===== config.mk =====
export PLATFORM = sky130hd
export DESIGN_NAME = xlate_table_engine
export DESIGN_NICKNAME = d
export VERILOG_FILES = /design/src/rtl/xlt_pkg.sv /design/src/rtl/xlt_ctrl.sv /design/src/rtl/xlt_dpath.sv /design/src/rtl/xlate_table_engine.sv
export SDC_FILE = /design/constraint.sdc
export NUM_CORES = 2
export LEC_CHECK = 0
export BUFFER_PORTS_ARGS = -buffer_cell sky130_fd_sc_hd__buf_2
export CORE_ASPECT_RATIO = 0.9
export CORE_MARGIN = 3
export CORE_UTILIZATION = 37
export DETAILED_ROUTE_END_ITERATION = 6
export PLACE_DENSITY_LB_ADDON = 0.08
export SLEW_MARGIN = 0
export SYNTH_ARGS = -nofsm -noshare
export SYNTH_HDL_FRONTEND = slang
export SYNTH_SLANG_ARGS = --single-unit
export TNS_END_PERCENT = 1

===== constraint.sdc =====
create_clock -name clk -period 4.7 [get_ports clk]
set_input_delay 0.47 -clock clk [delete_from_list [all_inputs] [get_ports clk]]
set_output_delay 0.47 -clock clk [all_outputs]
set_load 0.05 [all_outputs]

===== src/rtl/xlt_pkg.sv =====
package xlt_pkg;
  typedef enum logic [1:0] {
    OP_PUT  = 2'd0,
    OP_GET  = 2'd1,
    OP_FILL = 2'd2,
    OP_LIST = 2'd3
  } op_e;

  typedef enum logic [2:0] {
    S_IDLE,
    S_FETCH,
    S_WAITM,
    S_WORK,
    S_DONE
  } state_e;

  // strobes from control to datapath
  typedef struct packed {
    logic load;        // capture a new command
    logic wrEntry;     // store entVal at current page, emit notice
    logic rdEntry;     // capture current page entry for a get
    logic latchFetch;  // take a list word from the read port
    logic advance;     // step to the next page and list element
  } strobe_t;
endpackage


===== src/rtl/xlt_ctrl.sv =====
module xlt_ctrl
  import xlt_pkg::*;
#(
  parameter int CNT_W       = 16,
  parameter int ENTRY_COUNT = 16,
  parameter int MAX_LIST    = 512,
  parameter int LIST_ALIGN  = 12
) (
  input  logic                  clk,
  input  logic                  rstN,
  input  logic                  cmdValid,
  input  logic [1:0]            cmdOp,
  input  logic [CNT_W-1:0]      cmdCount,
  input  logic [LIST_ALIGN-1:2] listAlignBits,
  input  logic                  inRange,
  input  logic                  memRspValid,
  output strobe_t               stb,
  output logic                  busy,
  output logic                  doneValid,
  output logic                  doneErr,
  output logic                  memReqValid
);
  localparam logic [CNT_W-1:0] FILL_LIMIT = CNT_W'(ENTRY_COUNT);
  localparam logic [CNT_W-1:0] LIST_LIMIT = CNT_W'(MAX_LIST);

  state_e            state, stateN;
  op_e               opReg, opN;
  logic [CNT_W-1:0]  remain, remainN;
  logic              errFlag, errN;

  logic fillBad, listBad, zeroCnt;
  assign fillBad = cmdCount > FILL_LIMIT;
  assign listBad = (cmdCount > LIST_LIMIT) || (listAlignBits != '0);
  assign zeroCnt = (cmdCount == '0);

  always_comb begin
    stb     = '0;
    stateN  = state;
    opN     = opReg;
    remainN = remain;
    errN    = errFlag;
    unique case (state)
      S_IDLE: if (cmdValid) begin
        stb.load = 1'b1;
        opN      = op_e'(cmdOp);
        errN     = 1'b0;
        remainN  = cmdCount;
        unique case (op_e'(cmdOp))
          OP_PUT, OP_GET: begin
            remainN = CNT_W'(1);
            stateN  = S_WORK;
          end
          OP_FILL: begin
            if (fillBad) begin
              errN   = 1'b1;
              stateN = S_DONE;
            end else stateN = zeroCnt ? S_DONE : S_WORK;
          end
          default: begin
            if (listBad) begin
              errN   = 1'b1;
              stateN = S_DONE;
            end else stateN = zeroCnt ? S_DONE : S_FETCH;
          end
        endcase
      end
      S_FETCH: stateN = S_WAITM;
      S_WAITM: if (memRspValid) begin
        stb.latchFetch = 1'b1;
        stateN         = S_WORK;
      end
      S_WORK: begin
        if (!inRange) begin
          errN   = 1'b1;
          stateN = S_DONE;
        end else begin
          if (opReg == OP_GET) stb.rdEntry = 1'b1;
          else                 stb.wrEntry = 1'b1;
          if (remain == CNT_W'(1)) stateN = S_DONE;
          else begin
            remainN     = remain - CNT_W'(1);
            stb.advance = 1'b1;
            stateN      = (opReg == OP_LIST) ? S_FETCH : S_WORK;
          end
        end
      end
      default: stateN = S_IDLE;
    endcase
  end

  always_ff @(posedge clk) begin
    if (!rstN) begin
      state   <= S_IDLE;
      opReg   <= OP_PUT;
      remain  <= '0;
      errFlag <= 1'b0;
    end else begin
      state   <= stateN;
      opReg   <= opN;
      remain  <= remainN;
      errFlag <= errN;
    end
  end

  assign busy        = (state != S_IDLE);
  assign doneValid   = (state == S_DONE);
  assign doneErr     = (state == S_DONE) && errFlag;
  assign memReqValid = (state == S_FETCH);
endmodule


===== src/rtl/xlt_dpath.sv =====
module xlt_dpath
  import xlt_pkg::*;
#(
  parameter int          ADDR_W      = 32,
  parameter int          ENT_W       = 64,
  parameter int          ENTRY_COUNT = 16,
  parameter int          PAGE_SHIFT  = 12,
  parameter logic [31:0] BUS_OFFSET  = 32'h0010_0000
) (
  input  logic              clk,
  input  logic              rstN,
  input  strobe_t           stb,
  input  logic [ADDR_W-1:0] cmdAddr,
  input  logic [ENT_W-1:0]  cmdValue,
  input  logic [ENT_W-1:0]  memRspData,
  output logic              inRange,
  output logic [ENT_W-1:0]  resData,
  output logic [ADDR_W-1:0] memReqAddr,
  output logic              noteValid,
  output logic [ADDR_W-1:0] noteIova,
  output logic [ENT_W-1:0]  noteTarget,
  output logic [ENT_W-1:0]  noteMask,
  output logic [1:0]        notePerm
);
  localparam int IDX_W  = (ENTRY_COUNT > 1) ? $clog2(ENTRY_COUNT) : 1;
  localparam int NBYTES = ENT_W / 8;
  localparam logic [ADDR_W-1:0] PAGE_BYTES = ADDR_W'(1) << PAGE_SHIFT;
  localparam logic [ADDR_W-1:0] ADDR_PMASK = ~(PAGE_BYTES - ADDR_W'(1));
  localparam logic [ENT_W-1:0]  ENT_LOW    = (ENT_W'(1) << PAGE_SHIFT) - ENT_W'(1);
  localparam logic [ADDR_W-1:0] WORD_BYTES = ADDR_W'(NBYTES);

  logic [ENT_W-1:0]  entryMem [ENTRY_COUNT];
  logic [ADDR_W-1:0] curAddr, listPtr, pageNum;
  logic [ENT_W-1:0]  entVal, swapped;
  logic [IDX_W-1:0]  idx;

  // page number relative to the bus window (wraps below the offset)
  assign pageNum = (curAddr - ADDR_W'(BUS_OFFSET)) >> PAGE_SHIFT;
  assign inRange = pageNum < ADDR_W'(ENTRY_COUNT);
  assign idx     = pageNum[IDX_W-1:0];

  // list words are big-endian: lowest-address byte is most significant
  for (genvar k = 0; k < NBYTES; k++) begin : g_swap
    assign swapped[ENT_W-1-8*k -: 8] = memRspData[8*k +: 8];
  end

  always_ff @(posedge clk) begin
    if (!rstN) begin
      for (int i = 0; i < ENTRY_COUNT; i++) entryMem[i] <= '0;
      curAddr    <= '0;
      listPtr    <= '0;
      entVal     <= '0;
      resData    <= '0;
      noteValid  <= 1'b0;
      noteIova   <= '0;
      noteTarget <= '0;
      notePerm   <= '0;
    end else begin
      noteValid <= 1'b0;
      if (stb.load) begin
        curAddr <= cmdAddr & ADDR_PMASK;
        entVal  <= cmdValue;
        listPtr <= cmdValue[ADDR_W-1:0] & ~ADDR_W'(3);
        resData <= '0;
      end
      if (stb.latchFetch) entVal <= swapped;
      if (stb.wrEntry) begin
        entryMem[idx] <= entVal;
        noteValid     <= 1'b1;
        noteIova      <= curAddr;
        noteTarget    <= entVal & ~ENT_LOW;
        notePerm      <= entVal[1:0];
      end
      if (stb.rdEntry) resData <= entryMem[idx];
      if (stb.advance) begin
        curAddr <= curAddr + PAGE_BYTES;
        listPtr <= listPtr + WORD_BYTES;
      end
    end
  end

  assign memReqAddr = listPtr;
  assign noteMask   = ENT_LOW;
endmodule


===== src/rtl/xlate_table_engine.sv =====
module xlate_table_engine
  import xlt_pkg::*;
#(
  parameter int          ADDR_W      = 32,
  parameter int          ENTRY_COUNT = 16,
  parameter int          PAGE_SHIFT  = 12,
  parameter logic [31:0] BUS_OFFSET  = 32'h0010_0000,
  parameter int          CNT_W       = 16,
  parameter int          MAX_LIST    = 512,
  parameter int          LIST_ALIGN  = 12
) (
  input  logic              clk,
  input  logic              rstN,
  input  logic              cmdValid,
  input  logic [1:0]        cmdOp,
  input  logic [ADDR_W-1:0] cmdAddr,
  input  logic [63:0]       cmdValue,
  input  logic [CNT_W-1:0]  cmdCount,
  output logic              busy,
  output logic              doneValid,
  output logic              doneErr,
  output logic [63:0]       doneData,
  output logic              memReqValid,
  output logic [ADDR_W-1:0] memReqAddr,
  input  logic              memRspValid,
  input  logic [63:0]       memRspData,
  output logic              noteValid,
  output logic [ADDR_W-1:0] noteIova,
  output logic [63:0]       noteTarget,
  output logic [63:0]       noteMask,
  output logic [1:0]        notePerm
);
  strobe_t    stb;
  logic       inRange;
  logic [63:0] resData;

  xlt_ctrl #(
    .CNT_W(CNT_W), .ENTRY_COUNT(ENTRY_COUNT),
    .MAX_LIST(MAX_LIST), .LIST_ALIGN(LIST_ALIGN)
  ) u_ctrl (
    .clk(clk), .rstN(rstN), .cmdValid(cmdValid), .cmdOp(cmdOp),
    .cmdCount(cmdCount), .listAlignBits(cmdValue[LIST_ALIGN-1:2]),
    .inRange(inRange), .memRspValid(memRspValid), .stb(stb),
    .busy(busy), .doneValid(doneValid), .doneErr(doneErr),
    .memReqValid(memReqValid)
  );

  xlt_dpath #(
    .ADDR_W(ADDR_W), .ENT_W(64), .ENTRY_COUNT(ENTRY_COUNT),
    .PAGE_SHIFT(PAGE_SHIFT), .BUS_OFFSET(BUS_OFFSET)
  ) u_dpath (
    .clk(clk), .rstN(rstN), .stb(stb), .cmdAddr(cmdAddr),
    .cmdValue(cmdValue), .memRspData(memRspData), .inRange(inRange),
    .resData(resData), .memReqAddr(memReqAddr), .noteValid(noteValid),
    .noteIova(noteIova), .noteTarget(noteTarget), .noteMask(noteMask),
    .notePerm(notePerm)
  );

  assign doneData = resData;
endmodule


=== Word-level counts from Yosys, hierarchy flattened ===
Memories as Yosys holds them, arrays and structs flattened.
Cells that the tools add are included.

* Register bits after elaboration: 301
* Memory bits (writable): 1024
* Memories kept: 1

* Add/subtract/negate cells: 4
* $lt $le $gt $ge: 3
* Equality and inequality tests: 14
* Multiplexer cells: 48
* Reductions and logical operators: 17

{| class="wikitable"
|+ Memories
! name !! words !! width !! rd ports !! clocked after memory_dff !! wr ports !! line !! source
|-
| u_dpath.entryMem || 16 || 64 || 1 || 0 || 16 || xlt_dpath.sv:32 || <nowiki>logic [ENT_W-1:0] entryMem [ENTRY_COUNT];</nowiki>
|}

{| class="wikitable"
|+ Operator list
! operator !! number
|-
| two-way mux 64 bit || 5
|-
| two-way mux 32 bit || 4
|-
| two-way mux 16 bit || 4
|-
| OR reduction 64 bit || 1
|-
| adder 32 x 13 -> 32 bit, second input constant || 1
|-
| adder 32 x 4 -> 32 bit, second input constant || 1
|-
| one-hot mux 16 bit (2 select lines) || 1
|-
| subtractor 32 x 21 -> 32 bit, second input constant || 1
|-
| two-way mux 3 bit || 8
|-
| < comparator 20 x 5 -> 1 bit, second input constant || 1
|-
| two-way mux 1 bit || 18
|-
| == test 16 x 1 -> 1 bit, second input constant || 1
|-
| greater-than comparator 16 x 10 -> 1 bit, second input constant || 1
|-
| greater-than comparator 16 x 5 -> 1 bit, second input constant || 1
|-
| logical NOT 16 bit || 1
|-
| subtractor 16 x 1 -> 16 bit, second input constant || 1
|-
| one-hot mux 3 bit (4 select lines) || 1
|-
| nonzero test 10 bit || 1
|-
| != test 2 bit, second input constant || 4
|-
| nonzero test 2 bit || 4
|-
| == test 3 x 2 -> 1 bit, second input constant || 2
|-
| two-way mux 2 bit || 3
|-
| one-hot mux 3 bit (2 select lines) || 1
|-
| == test 2 x 1 -> 1 bit, second input constant || 2
|-
| 15 further kinds || 18
|}

=== Depth between registers and ports, before layout ===
* Depth after elaboration: 9
* Depth in mapped cells: 10
* Depth with buffers taken out: 7

=== By module ===
A second synthesis with hierarchy kept.

* Cell total of the unflattened synthesis: 5026
* Area, all modules: 59450.8 µm²

{| class="wikitable"
|+ Modules (own cells, without submodules)
! module !! times used !! cells each !! area an instance (µm²) !! sequential area each (µm²)
|-
| xlt_dpath || 1 || 4816 || 57940.6 || 35814.3
|-
| xlt_ctrl || 1 || 210 || 1510.2 || 440.4
|}

=== Least setup slack after synthesis ===
Ideal clock, no wire load.

* Kind: flip-flop to flip-flop
* Start: register u_dpath.curAddr[19]
* End: memory u_dpath.entryMem[4][0], enable pin
* Arrival time: 3.330 ns
* Required time: 4.267 ns
* Setup slack: 0.938 ns
* Stages on the path, launching flop included: 9
* Buffers on the path: 3
* Cell sequence: dfxtp_1 -> nor4b_1 -> nand4_1 -> or3_1 -> buf_2 -> buf_6 -> nor3_2 -> buf_4 -> nand2b_1

{| class="wikitable"
|+ RTL lines
! item !! line !! source
|-
| from (decl) || xlt_dpath.sv:33 || <nowiki>logic [ADDR_W-1:0] curAddr, listPtr, pageNum;</nowiki>
|-
| from (signal assigned) || xlt_dpath.sv:61 || <nowiki>curAddr <= cmdAddr & ADDR_PMASK;</nowiki>
|-
| from (signal assigned) || xlt_dpath.sv:76 || <nowiki>curAddr <= curAddr + PAGE_BYTES;</nowiki>
|-
| to (decl) || xlt_dpath.sv:32 ||
|}

==> results.toml <==
[final_layout]
multi_input_area_um2 = 19600
drive_gt1_share_pct = 22.4
fillCellCount = 13800
stdcell_area_um2 = 68000
nets = 4661
final_common_cell = "and2_1"
layoutNonFillerInstCount = 6691
finalCoreUtilization_pct = 43.8
mostFrequentLayoutCells = "1039 x and2_1, 1024 x edfxtp_1, 341 x buf_2"
seq_area_um2 = 36300
area_growth_pct = 17.4

[pwr]
powerDensity_nw_per_um2 = 412
p_int_mw = 20.5
peakVddDrop_v = 0.000319
pwr-share-seq_pct = 48.3
clkPwrFrac_pct = 40.4
switching_share_pct = 26.6
power_switching_mw = 7.46
p_comb_share_pct = 11.3
p_leak_nw = 24.9

[timing]
post-route-min-period_ns = 3.41
fin_ws_ns = 1.29
worst_pin_slew_ns = 1.15
slew_headroom_pct = 23.3
post-route-period-util_pct = 72.6
rsz0062_at_grt = "no"
finalSetupViolations = 0
fin_skew_ns = 0.0283
drv_slew = 0
hold_viol = 0
fmax_mhz = 293
tns_ns = 0

[place]
preCtsSetupSlack_ns = 1.10
numPortBuffers = 342
dp_hpwl_um = 109000
gp_congestion = 0.778
dp.cells = 6279
detailed_place.area_um2 = 62000

[setup_path]
rr_worst_depth = 7
r2r_slack_ns = 1.29
r2r-start = "u_dpath.curAddr[26]"
cp-start-kind = "flip-flop"
critical_path_class = "flip-flop to flip-flop"
end_kind = "flip-flop"
arrival_ns = 3.87
crit_path_start = "u_dpath.curAddr[26]"
path_max_fanout = 19
required_ns = 5.16

[drt]
via_per_inst = 5.23
wl_per_cell_um = 28.6
vias = 35000
wirelength_um = 191000
ant_nets = 0
drtIter0Drc = 3323
first_pass_iters = 5
drcViolationCount = 0

[clock_network]
cts.sinks = 1299
cts_resized = 0
clock_latency_ns = 0.78
clk_pin_slew_ns = 0.06
htree_levels = 4
cts_tree = "yes"
cts_root_buffer = "clkbuf_16"
cts_buffers = 147
clockBufferDepth = 3

[global_routing]
grt_pass1_wl_um = 274000
grt_pass1_vias = 36100
grt-ovfl-total = 0
grtUsageTotal_pct = 23.7
grt_max_degree = 94
antenna_found_initial = 22

[floorplan]
ios = 445
row_count = 137
die_x_um = 423
initial_core_util_pct = 37.3
core_um2 = 155000
dieHeight_um = 381
dieArea_um2 = 161000

[flow_run]
drv_cap = 0

[yosys]
yosysWarnings = 0
synth_seq_cells = 1299
yosys-top-cells-area = "edfxtp_1 53%, mux4_2 12%, and2_1 11%"
yosysUniqueCellTypes = 65
async_flop_share_pct = 0
yosysTopAreaCellShare_pct = 53.1
yosys.area.top_type = "edfxtp_1"
ys_seq_area_share_pct = 62.6
synth-edff-count = 1024
syn_avg_cell_area_um2 = 14.1
syn_area_um2 = 57900
syn_inst = 4112
ys.flop_type = "edfxtp_1"

[hold_path]
holdPathStages = 3
hold_start = "memRspData[41]"
hp-class = "input port to flip-flop"

[status]
status = "completed"
cell usage after synthesis, drive strengths merged, types with 4 or more instances:
library cell	n
o2bb2ai	64
o311a	4
o21ai	48
nand3	21
or4	10
nor3b	5
a221oi	8
o31ai	11
a31oi	23
ha	7
nand2b	21
nor2	76
dfxtp	275
and2	1039
nor4b	7
a21oi	116
nand4	9
nor3	29
nand2	294
a311oi	45
mux4	320
and3	23
a22oi	8
and4	11
clkbuf	244
or3	5
o31a	12
a211oi	6
buf	207
inv	75
edfxtp	1024
nor4	24
per-stage QoR:
step / power [mW] / hold slack [ns]
2_1_floorplan: 15.5 / 0.432
3_3_place_gp: 16.8 / 0.440
3_5_place_dp: 16.8 / 0.442
4_1_cts: 28.3 / 0.000957
5_1_grt: 29.0 / 0.0363
6_report: 28.0 / 0.0669
path summary, 6_finish.rpt:
kind / endpoint
setup reg to reg: u_dpath.entryMem[14][4]
hold / removal: u_dpath.entVal[17]
hold reg to reg: u_dpath.noteTarget[27]
setup / recovery: u_dpath.entryMem[14][4]
final cells by class:
cell class | instances | area share, %
sequential | 1299 | 53.4
tap | 2085 | 3.84
antenna | 13 | 0.0479
timing repair buffer | 574 | 6.66
clock inverter | 69 | 0.845
inverter | 75 | 0.421
multi-input combinational | 2375 | 28.8
clock buffer | 201 | 6.01
worst max-delay path, cell delays in order (launching register included):
cell	delay, ns
dfxtp_1	0.32
nor4_2	0.61
nand4_1	0.16
buf_4	0.25
or3_4	0.56
nor3_4	0.31
nand2b_4	0.50
buf_4	0.31
kinds of logic after synthesis:
| logic type | Yosys count | synth area share (%) |
|---|---|---|
| AND/OR/NAND/NOR | 1585 | 15.7 |
| flip-flops | 1299 | 62.6 |
| buffers and inverters | 526 | 4.64 |
| AO/OA/AOI/OAI | 368 | 4.36 |
| multiplexers | 321 | 12.5 |
| adder cells (fa/ha/maj) | 7 | 0.151 |
| XOR/XNOR | 4 | 0.0605 |
| other | 2 | 0.0130 |
state kept, by name, summed over array words and instances (netlist names), 16 cells and up:
name and flops:
u_ctrl.remain 16, u_dpath.curAddr 20, u_dpath.entVal 64, u_dpath.entryMem 1024
u_dpath.memReqAddr 30, u_dpath.noteIova 20, u_dpath.noteTarget 52, u_dpath.resData 64
power by group through the flow:
stage	combinational [mW]	sequential, mW	clock, mW
4_1_cts	3.22	13.5	11.6
2_1_floorplan	2.07	13.4	0
3_5_place_dp	3.08	13.8	0
5_1_grt	3.36	13.6	12.0
6_report	3.16	13.5	11.3
3_3_place_gp	3.08	13.8	0
layer usage:
| metal | up-vias | routed length (um) | GRT usage [%] |
|---|---|---|---|
| met1 | 18200 | 81700 | 31.7 |
| met2 | 991 | 94000 | 39.7 |
| li1 | 15600 | - | - |
| met5 | - | 0 | 0 |
| met3 | 251 | 8690 | 3.08 |
| met4 | 0 | 6940 | 8.18 |
timing repair:
action,in CTS,in global routing
hold endpoints to repair,88,0
hold buffers,129,0
buffers inserted,0,0
Note: power is estimated with default switching activity, not from simulation.
